==> src/rtl/statusPktPkg.sv <==
package statusPktPkg;

  localparam int IDX_W = 4;

  typedef enum logic [1:0] {
    ST_IDLE,
    ST_REQ,
    ST_SEND
  } ctlState_e;

  // strobes from control to datapath
  typedef struct packed {
    logic             capture;  // sample status on acknowledge
    logic             seqInc;   // last byte driven, advance sequence
    logic             drive;    // bus carries a packet byte
    logic [IDX_W-1:0] byteIdx;  // 0 = address, 1 = sequence byte, 2.. = status bytes
  } ctlStrobes_t;

endpackage

==> src/rtl/statusPktCtrl.sv <==
module statusPktCtrl
  import statusPktPkg::*;
#(
  parameter int PKT_BYTES = 5
) (
  input  logic        clk,
  input  logic        rstN,
  input  logic        sendEn,
  input  logic        pktAck,
  output logic        pktReq,
  output ctlStrobes_t strobes
);

  localparam logic [IDX_W-1:0] LAST_IDX = IDX_W'(PKT_BYTES - 1);

  ctlState_e        stateQ;
  logic [IDX_W-1:0] idxQ;

  always_ff @(posedge clk or negedge rstN) begin
    if (!rstN) begin
      stateQ <= ST_IDLE;
      idxQ   <= '0;
    end else begin
      case (stateQ)
        ST_IDLE: begin
          if (sendEn) stateQ <= ST_REQ;
        end
        ST_REQ: begin
          if (pktAck) begin
            stateQ <= ST_SEND;
            idxQ   <= IDX_W'(1);
          end
        end
        ST_SEND: begin
          if (idxQ == LAST_IDX) begin
            stateQ <= sendEn ? ST_REQ : ST_IDLE;
            idxQ   <= '0;
          end else begin
            idxQ <= idxQ + IDX_W'(1);
          end
        end
        default: begin
          stateQ <= ST_IDLE;
          idxQ   <= '0;
        end
      endcase
    end
  end

  always_comb begin
    pktReq          = (stateQ == ST_REQ);
    strobes.capture = (stateQ == ST_REQ) && pktAck;
    strobes.seqInc  = (stateQ == ST_SEND) && (idxQ == LAST_IDX);
    strobes.drive   = (stateQ != ST_IDLE);
    strobes.byteIdx = (stateQ == ST_SEND) ? idxQ : '0;
  end

endmodule

==> src/rtl/statusPktData.sv <==
module statusPktData
  import statusPktPkg::*;
#(
  parameter int STATUS_W = 26,
  parameter int SEQ_W    = 6,
  parameter int BYTE_W   = 8,
  parameter int NUM_HI   = 3,
  parameter logic [BYTE_W-1:0] ADDR_BYTE = 8'hA5
) (
  input  logic                clk,
  input  logic                rstN,
  input  logic [STATUS_W-1:0] statusIn,
  input  ctlStrobes_t         strobes,
  output logic [BYTE_W-1:0]   pktData
);

  localparam int LOW_W = BYTE_W - SEQ_W;
  localparam int HI_W  = NUM_HI * BYTE_W;

  logic [STATUS_W-1:0] statusQ;
  logic [SEQ_W-1:0]    seqQ;
  logic [HI_W-1:0]     hiBits;
  logic [BYTE_W-1:0]   hiByte [NUM_HI];

  always_ff @(posedge clk or negedge rstN) begin
    if (!rstN) begin
      statusQ <= '0;
      seqQ    <= '0;
    end else begin
      if (strobes.capture) statusQ <= statusIn;
      if (strobes.seqInc)  seqQ    <= seqQ + SEQ_W'(1);
    end
  end

  assign hiBits = HI_W'(statusQ[STATUS_W-1:LOW_W]);

  for (genvar g = 0; g < NUM_HI; g++) begin : gHiByte
    assign hiByte[g] = hiBits[g*BYTE_W +: BYTE_W];
  end

  always_comb begin
    pktData = '0;
    if (strobes.drive) begin
      if (strobes.byteIdx == '0) begin
        pktData = ADDR_BYTE;
      end else if (strobes.byteIdx == IDX_W'(1)) begin
        pktData = {seqQ, statusQ[LOW_W-1:0]};
      end else begin
        for (int k = 0; k < NUM_HI; k++) begin
          if (strobes.byteIdx == IDX_W'(k + 2)) pktData = hiByte[k];
        end
      end
    end
  end

endmodule

==> src/rtl/statusSender.sv <==
module statusSender
  import statusPktPkg::*;
#(
  parameter int STATUS_W    = 26,
  parameter int SEQ_W       = 6,
  parameter int BYTE_W      = 8,
  parameter int STATUS_ADDR = 'hA5
) (
  input  logic                clk,
  input  logic                rstN,
  input  logic                sendEn,
  input  logic [STATUS_W-1:0] statusIn,
  input  logic                pktAck,
  output logic                pktReq,
  output logic [BYTE_W-1:0]   pktData
);

  localparam int LOW_W     = BYTE_W - SEQ_W;
  localparam int NUM_HI    = (STATUS_W - LOW_W + BYTE_W - 1) / BYTE_W;
  localparam int PKT_BYTES = 2 + NUM_HI;

  ctlStrobes_t strobes;

  statusPktCtrl #(
    .PKT_BYTES(PKT_BYTES)
  ) u_ctrl (
    .clk    (clk),
    .rstN   (rstN),
    .sendEn (sendEn),
    .pktAck (pktAck),
    .pktReq (pktReq),
    .strobes(strobes)
  );

  statusPktData #(
    .STATUS_W (STATUS_W),
    .SEQ_W    (SEQ_W),
    .BYTE_W   (BYTE_W),
    .NUM_HI   (NUM_HI),
    .ADDR_BYTE(BYTE_W'(STATUS_ADDR))
  ) u_data (
    .clk     (clk),
    .rstN    (rstN),
    .statusIn(statusIn),
    .strobes (strobes),
    .pktData (pktData)
  );

endmodule

==> config.mk <==
export PLATFORM = sky130hd
export DESIGN_NAME = statusSender
export DESIGN_NICKNAME = d
export VERILOG_FILES = /design/src/rtl/statusPktPkg.sv /design/src/rtl/statusPktCtrl.sv /design/src/rtl/statusPktData.sv /design/src/rtl/statusSender.sv
export SDC_FILE = /design/constraint.sdc
export NUM_CORES = 1
export LEC_CHECK = 0
export BUFFER_PORTS_ARGS = -buffer_cell sky130_fd_sc_hd__buf_2
export CORE_MARGIN = 2
export CORE_UTILIZATION = 45
export CTS_CLUSTER_DIAMETER = 100
export DETAILED_ROUTE_END_ITERATION = 8
export PLACE_DENSITY = 0.64
export SLEW_MARGIN = 0
export SYNTH_ARGS = -nofsm -noshare
export SYNTH_HDL_FRONTEND = slang
export SYNTH_HIERARCHICAL = 1
export SYNTH_SLANG_ARGS = --single-unit
==> constraint.sdc <==
create_clock -name clk -period 2.1 [get_ports clk]
set_input_delay 0.21 -clock clk [delete_from_list [all_inputs] [get_ports clk]]
set_output_delay 0.21 -clock clk [all_outputs]
set_load 0.02 [all_outputs]
==> results.py, run 1 <==
metrics = {
    "power_and_ir_drop": {
        "ir_drop_mv": 0.7260,
        "power.leakage_nw": 1.262,
        "power.density_mw_per_mm2": 1100,
        "finalPower_mw": 3.022,
    },
    "layout": {
        "syn_to_final_growth_pct": 26.86,
        "multi_input_area_mm2": 0.001240,
        "drive_above_1_share": 0.5062,
        "nFillCells": 403,
        "num_antenna_cells": 0,
        "design_area_mm2": 0.002748,
        "register_area_um2": 950.9,
        "final_nets": 282,
    },
    "synth": {
        "syn_avg_cell_area_um2": 11.64,
        "synthCells": 186,
        "ys_seq_elements": 38,
        "syn-num-nets": 224,
        "yosysMostFrequentCell": "dfrtp_1",
        "synthFlopType": "dfrtp_1",
        "ys_seq_area_frac": 0.4391,
        "ys_warn_count": 6,
        "synthArstFlopShare": 1.000,
        "syn_area_mm2": 0.002166,
        "synth_largest_area_cell": "dfrtp_1",
        "yosysUniqueCellTypes": 42,
        "synth_edf_count": 0,
        "ys_top_cells_by_count": "38 x dfrtp_1, 30 x mux2_2, 14 x a21oi_1, 9 x nand2_1",
        "yosys-top-cells-area": "dfrtp_1 44%, mux2_2 16%, ha_1 4.6%",
        "synth_top_area_frac": 0.4391,
    },
    "place": {
        "dp_hpwl_mm": 3.225,
        "post_dp_cell_area_mm2": 0.002529,
        "routabilityCongestion": 0.7885,
        "port_buffers": 38,
    },
    "global_routing": {
        "antenna_found_initial": 0,
        "grtUsageMet2": 0.2813,
        "grt.busiest_layer": "met2",
        "use_met1": 0.2353,
        "use_met3": 0.04527,
        "overflow": 0,
        "grt_pass1_vias": 1593,
        "grt_max_degree": 39,
        "grt_util_all_layers": 0.1786,
        "grt_pass1_wl_mm": 7.369,
    },
    "clock_network": {
        "cts_root_buf": "clkbuf_8",
        "clockBufferDepth": 2,
        "clock-sinks": 38,
        "worst_setup_hold_path_clk_slew_ps": 70,
        "cts_buffers": 5,
        "clk_latency_ps": 280,
        "cts_tree": "built",
        "cts_max_level": 2,
        "cts-hold-fix-buffers": 0,
    },
    "floorplanning": {
        "die_h_um": 73.38,
        "ioPinCount": 39,
        "core-area_mm2": 0.004692,
        "die_w_um": 73.38,
        "initial_core_util": 0.4616,
        "die_area_mm2": 0.005384,
        "core.rowCount": 25,
    },
    "sta": {
        "rsz0062_at_grt": "yes",
        "post-route-min-period_ps": 2209,
        "worst_slew_margin_rel": 0.4468,
        "setup_viol": 8,
        "fin_crit_sh": 1.052,
        "skew_ps": 7.531,
        "fmax_mhz": 452.7,
        "worst_slew_pin_slew_ps": 829.8,
        "final_hold_viol_count": 0,
        "setup_ws_ps": -109.2,
        "slew_violations": 0,
    },
    "setup_path": {
        "crit_type": "flop to primary output",
        "cp-start-kind": "flop",
        "reg2reg_slack_ps": 360,
        "arrival_ps": 2000,
        "path_max_fanout": 4,
        "end_kind": "primary output",
        "crit_required_ps": 1890,
    },
    "route": {
        "ant_nets": 0,
        "avgRoutedWirePerCell_um": 14.43,
        "via_per_inst": 5.222,
        "routed_wl_mm": 4.286,
        "drc": 0,
        "num_vias": 1551,
        "dr.pass1.iters": 4,
        "drt_iter0_drc": 55,
    },
    "flow_run": {
        "drv_cap": 0,
    },
    "status": {
        "violations": "negative setup slack",
        "outcome": "complete, but fails checks",
    },
    "worst_hold_path": {
        "min_path_type": "input pin to async pin",
    },
}
-- state kept, by name (all words and copies together) (netlist names) --
name            count
u_ctrl/idxQ         4
u_ctrl/stateQ       2
u_data/seqQ         6
u_data/statusQ     26
-- final cells by class --
type                       count  share of cell area
clock buffer                   6             0.03005
inverter                       8             0.01093
multi-input combinational    134              0.4513
sequential                    38              0.3461
tap                           54             0.02459
timing repair buffer          57              0.1371
-- placed cells by master, fill, tap and decap left out, drive strengths merged, types with 6 or more instances in the layout --
| cell type | synthesis | layout |
|---|---|---|
| o21ai | 8 | 8 |
| nand2 | 9 | 9 |
| nand3b | 9 | 9 |
| buf | 7 | 57 |
| ha | 8 | 8 |
| a21oi | 14 | 14 |
| inv | 8 | 8 |
| mux2 | 31 | 31 |
| and2 | 8 | 9 |
| dfrtp | 38 | 38 |
| clkbuf | 0 | 6 |
-- per-layer routing --
metal  wire (um)  part of all wire
met4          78             0.018
met3         155             0.036
met5           0                 0
met2        1997              0.47
met1        2054              0.48
-- worst max-delay path: stages, from the launching register on --
cell     delay [ps]
dfrtp_1         410
ha_4            190
buf_6           110
and2_4          170
or3_4           410
a21o_1          160
o211a_1         130
buf_6           130
-- cells by family (layout without fill, tap and decap cells) --
family | Yosys count | count (layout) | synth area share
AND/OR/NAND/NOR | 53 | 54 | 0.1664
multiplexers | 31 | 31 | 0.1612
flip-flops | 38 | 38 | 0.4391
buffers and inverters | 15 | 71 | 0.03697
adder cells (fa/ha/maj) | 8 | 8 | 0.04622
AO/OA/AOI/OAI | 36 | 36 | 0.1300
XOR/XNOR | 5 | 5 | 0.02022
-- through the flow --
| stage | hold slack [ps] | utilization | std cells | setup TNS [ps] | setup slack [ps] |
|---|---|---|---|---|---|
| final | 21.59 | 0.5856 | 297 | -630.6 | -109.2 |
| after floorplan | -85.59 | - | 186 | -78.13 | -39.06 |
| after detailed placement | 367.5 | 0.5389 | 287 | -174.7 | -46.73 |
| after CTS | 55.96 | 0.5749 | 295 | -737.8 | -108.4 |
| after global routing | 106.6 | 0.5856 | 297 | -1385 | -208.7 |
| after global placement | 360.0 | 0.5389 | 287 | -21.67 | -7.284 |
-- what timing repair did --
item,in CTS,in global routing
setup buffers,1,2
cloned,1,0
endpoints found under the setup margin,8,8
gates resized for setup,29,9
pin swaps,2,2
-- power by group --
group / internal [mW] / total (mW) / switching (mW) / leakage, nW
clock: 0.253 / 0.489 / 0.236 / 0.0431
sequential: 1.02 / 1.20 / 0.178 / 0.471
combinational: 0.704 / 1.33 / 0.627 / 0.747
total: 1.98 / 3.02 / 1.04 / 1.26
-- worst paths after layout --
kind | start | endpoint | cells after the start
setup / recovery | u_ctrl/stateQ[1] | pktData[1] | 7
hold / removal | rstN | u_data/statusQ[4] | 1
setup reg to reg | u_ctrl/stateQ[1] | u_data/statusQ[8] | 6
hold reg to reg | u_data/seqQ[5] | u_data/seqQ[5] | 1
max in group asynchronous | rstN | u_ctrl/idxQ[2] | 1
min in group clk | statusIn[24] | u_data/statusQ[24] | 2
No activity file was read; power rests on OpenSTA's default activity.
==> inputs of run 2 (changes only) <==
Settings changed: MAX_ROUTING_LAYER set to met4, REMOVE_ABC_BUFFERS set to 1.
==> run 2 against run 1 <==
Compared with the run above: the run still ends with negative setup slack left; clock power increased by 25%; sequential power about the same; register-to-register slack about the same; routed wire length increased by 7.4%; hold slack got worse by 6.1 ps; critical path depth decreased by 1; fmax increased by 2.4%; non-clock buffer count decreased by 1; utilization increased by 0.83 points; combinational power about the same; final cell count increased by 0.34%; critical endpoint unchanged; highest routed layer unchanged.
==> results.py, run 2 (synthesis results as in run 1) <==
metrics = {
    "status": {
        "outcome": "complete, but fails checks",
        "violations": "negative setup slack",
    },
    "power_and_ir_drop": {
        "power.density_mw_per_mm2": 1135,
        "power.switching_mw": 1.073,
        "p_clk_frac": 0.193,
        "switching_share": 0.3393,
        "ir_drop_mv": 0.4731,
        "internal_power_mw": 2.089,
        "pwr-share-seq": 0.382,
        "finalPower_mw": 3.161,
        "power.leakage_nw": 1.276,
        "combPwrFrac": 0.425,
    },
    "route": {
        "drc": 0,
        "routed_wl_mm": 4.603,
        "avgRoutedWirePerCell_um": 15.45,
        "via_per_inst": 5.372,
        "drt_iter0_drc": 49,
        "dr.pass1.iters": 4,
        "num_vias": 1601,
        "ant_nets": 0,
    },
    "setup_path": {
        "cpPeakStageDelay_ps": 450,
        "path_max_fanout": 8,
        "crit_required_ps": 1890,
        "crit_type": "flop to primary output",
        "cp_slowest_cell": "dfrtp_2",
        "cp-start-kind": "flop",
        "reg2reg_slack_ps": 350,
        "crit_chain": "ha_4, and2_4, or3_4, a21o_1, o211a_1, buf_6",
        "critPathTopFamily": "simple AND/OR/NAND/NOR gates",
        "arrival_ps": 1950,
        "end_kind": "primary output",
        "path_buf_inv": 1,
    },
    "layout": {
        "final_cell_mix": "37 x dfrtp_1, 31 x buf_2, 30 x mux2_2",
        "num_antenna_cells": 0,
        "regMostFlops": "u_data/statusQ",
        "final_nets": 281,
        "final_common_cell": "dfrtp_1",
        "largest_reg_flops": 26,
        "post-route-util": 0.5939,
        "register_area_um2": 952.2,
        "instances_no_fill": 298,
        "design_area_mm2": 0.002786,
        "multi_input_area_mm2": 0.001242,
        "syn_to_final_growth_pct": 28.65,
        "nFillCells": 390,
        "drive_above_1_share": 0.5287,
        "reg_top3": "u_data/statusQ: 26 flops, u_data/seqQ: 6 flops, u_ctrl/idxQ: 4 flops",
    },
    "clock_network": {
        "worst_setup_hold_path_clk_slew_ps": 80,
        "cts_buffers": 5,
        "clock-sinks": 38,
        "cts_tree": "built",
        "cts-hold-fix-buffers": 0,
        "cts_root_buf": "clkbuf_8",
        "clk_latency_ps": 290,
        "clockBufferDepth": 2,
        "cts_max_level": 2,
    },
    "floorplanning": {
        "die_area_mm2": 0.005384,
        "ioPinCount": 39,
        "core.rowCount": 25,
        "die_h_um": 73.38,
        "core-area_mm2": 0.004692,
        "initial_core_util": 0.4616,
        "die_w_um": 73.38,
    },
    "place": {
        "placed_cells": 280,
        "port_buffers": 38,
        "routabilityCongestion": 0.8636,
        "dp_hpwl_mm": 3.256,
        "post_dp_cell_area_mm2": 0.002454,
        "dp_slack_ps": -85.97,
    },
    "sta": {
        "worst_slew_pin_slew_ps": 839.1,
        "skew_ps": 4.880,
        "final_hold_viol_count": 0,
        "slew_violations": 0,
        "fmax_mhz": 463.5,
        "post-route-min-period_ps": 2158,
        "rsz0062_at_grt": "yes",
        "setup_ws_ps": -57.61,
        "worst_slew_margin_rel": 0.4406,
        "setup_viol": 8,
        "fin_crit_sh": 1.027,
    },
    "global_routing": {
        "antenna_found_initial": 0,
        "grt_util_all_layers": 0.1859,
        "grt_pass1_wl_mm": 7.445,
        "overflow": 0,
        "grt_max_degree": 39,
        "grt_pass1_vias": 1580,
    },
    "flow_run": {
        "drv_cap": 0,
    },
    "worst_hold_path": {
        "min_path_type": "input pin to async pin",
    },
}
## run 2: worst register-to-register path: stages (launching register included)
cell	delay [ps]
dfrtp_1	400
buf_4	140
buf_4	130
ha_1	230
nor2b_4	150
nor2_1	250
o21ai_0	150
a21o_1	200
## run 2: repair_timing
action,in CTS,in global routing
pin swaps,8,2
setup endpoints to repair,8,8
hold endpoints to repair,0,0
resized for setup,36,14
cloned,2,0
setup buffers,5,3
## run 2: final timing paths
kind | from | end | cells past startpoint
min in group clk | statusIn[1] | u_data/statusQ[1] | 2
worst min register to register | u_data/seqQ[5] | u_data/seqQ[5] | 1
worst min-delay path | rstN | u_data/statusQ[13] | 1
worst max register to register | u_ctrl/stateQ[0] | u_ctrl/idxQ[2] | 7
max in group asynchronous | rstN | u_ctrl/stateQ[1] | 1
worst max-delay path | u_ctrl/stateQ[1] | pktData[1] | 6
## run 2: final cells by class
cell class              instances  area share
multi-input cells             134      0.4459
flip-flops and latches         38      0.3417
repair buffers                 56      0.1383
clock buffers                   5     0.02470
well taps                      54     0.02425
clock inverters                 3     0.01437
inverters                       8     0.01078
## run 2: power groups by stage
| stage | combinational [mW] | clock [mW] | sequential (mW) |
|---|---|---|---|
| detailed placement | 1.19 | 0 | 1.21 |
| global route | 1.46 | 0.650 | 1.24 |
| global placement | 1.16 | 0 | 1.20 |
| floorplan | 0.880 | 0 | 1.15 |
| CTS | 1.29 | 0.621 | 1.21 |
| finish | 1.34 | 0.609 | 1.21 |
## run 2: metal layers
layer / up-vias / GRT usage / wire length, um / part of all wire
met1: 775 / 0.2254 / 2077 / 0.45
li1: 781 / - / - / -
met3: 9 / 0.04252 / 188 / 0.041
met2: 36 / 0.3103 / 2287 / 0.50
met5: - / - / 0 / 0
met4: 0 / 0.05455 / 51 / 0.011
## run 2: stage by stage
step	TNS [ps]	hold WS, ps
after floorplan	-1097	-85.59
after global placement	0	364.3
after detailed placement	-464.5	359.7
after CTS	-421.7	42.06
after global routing	-798.1	88.52
final	-228.9	15.47
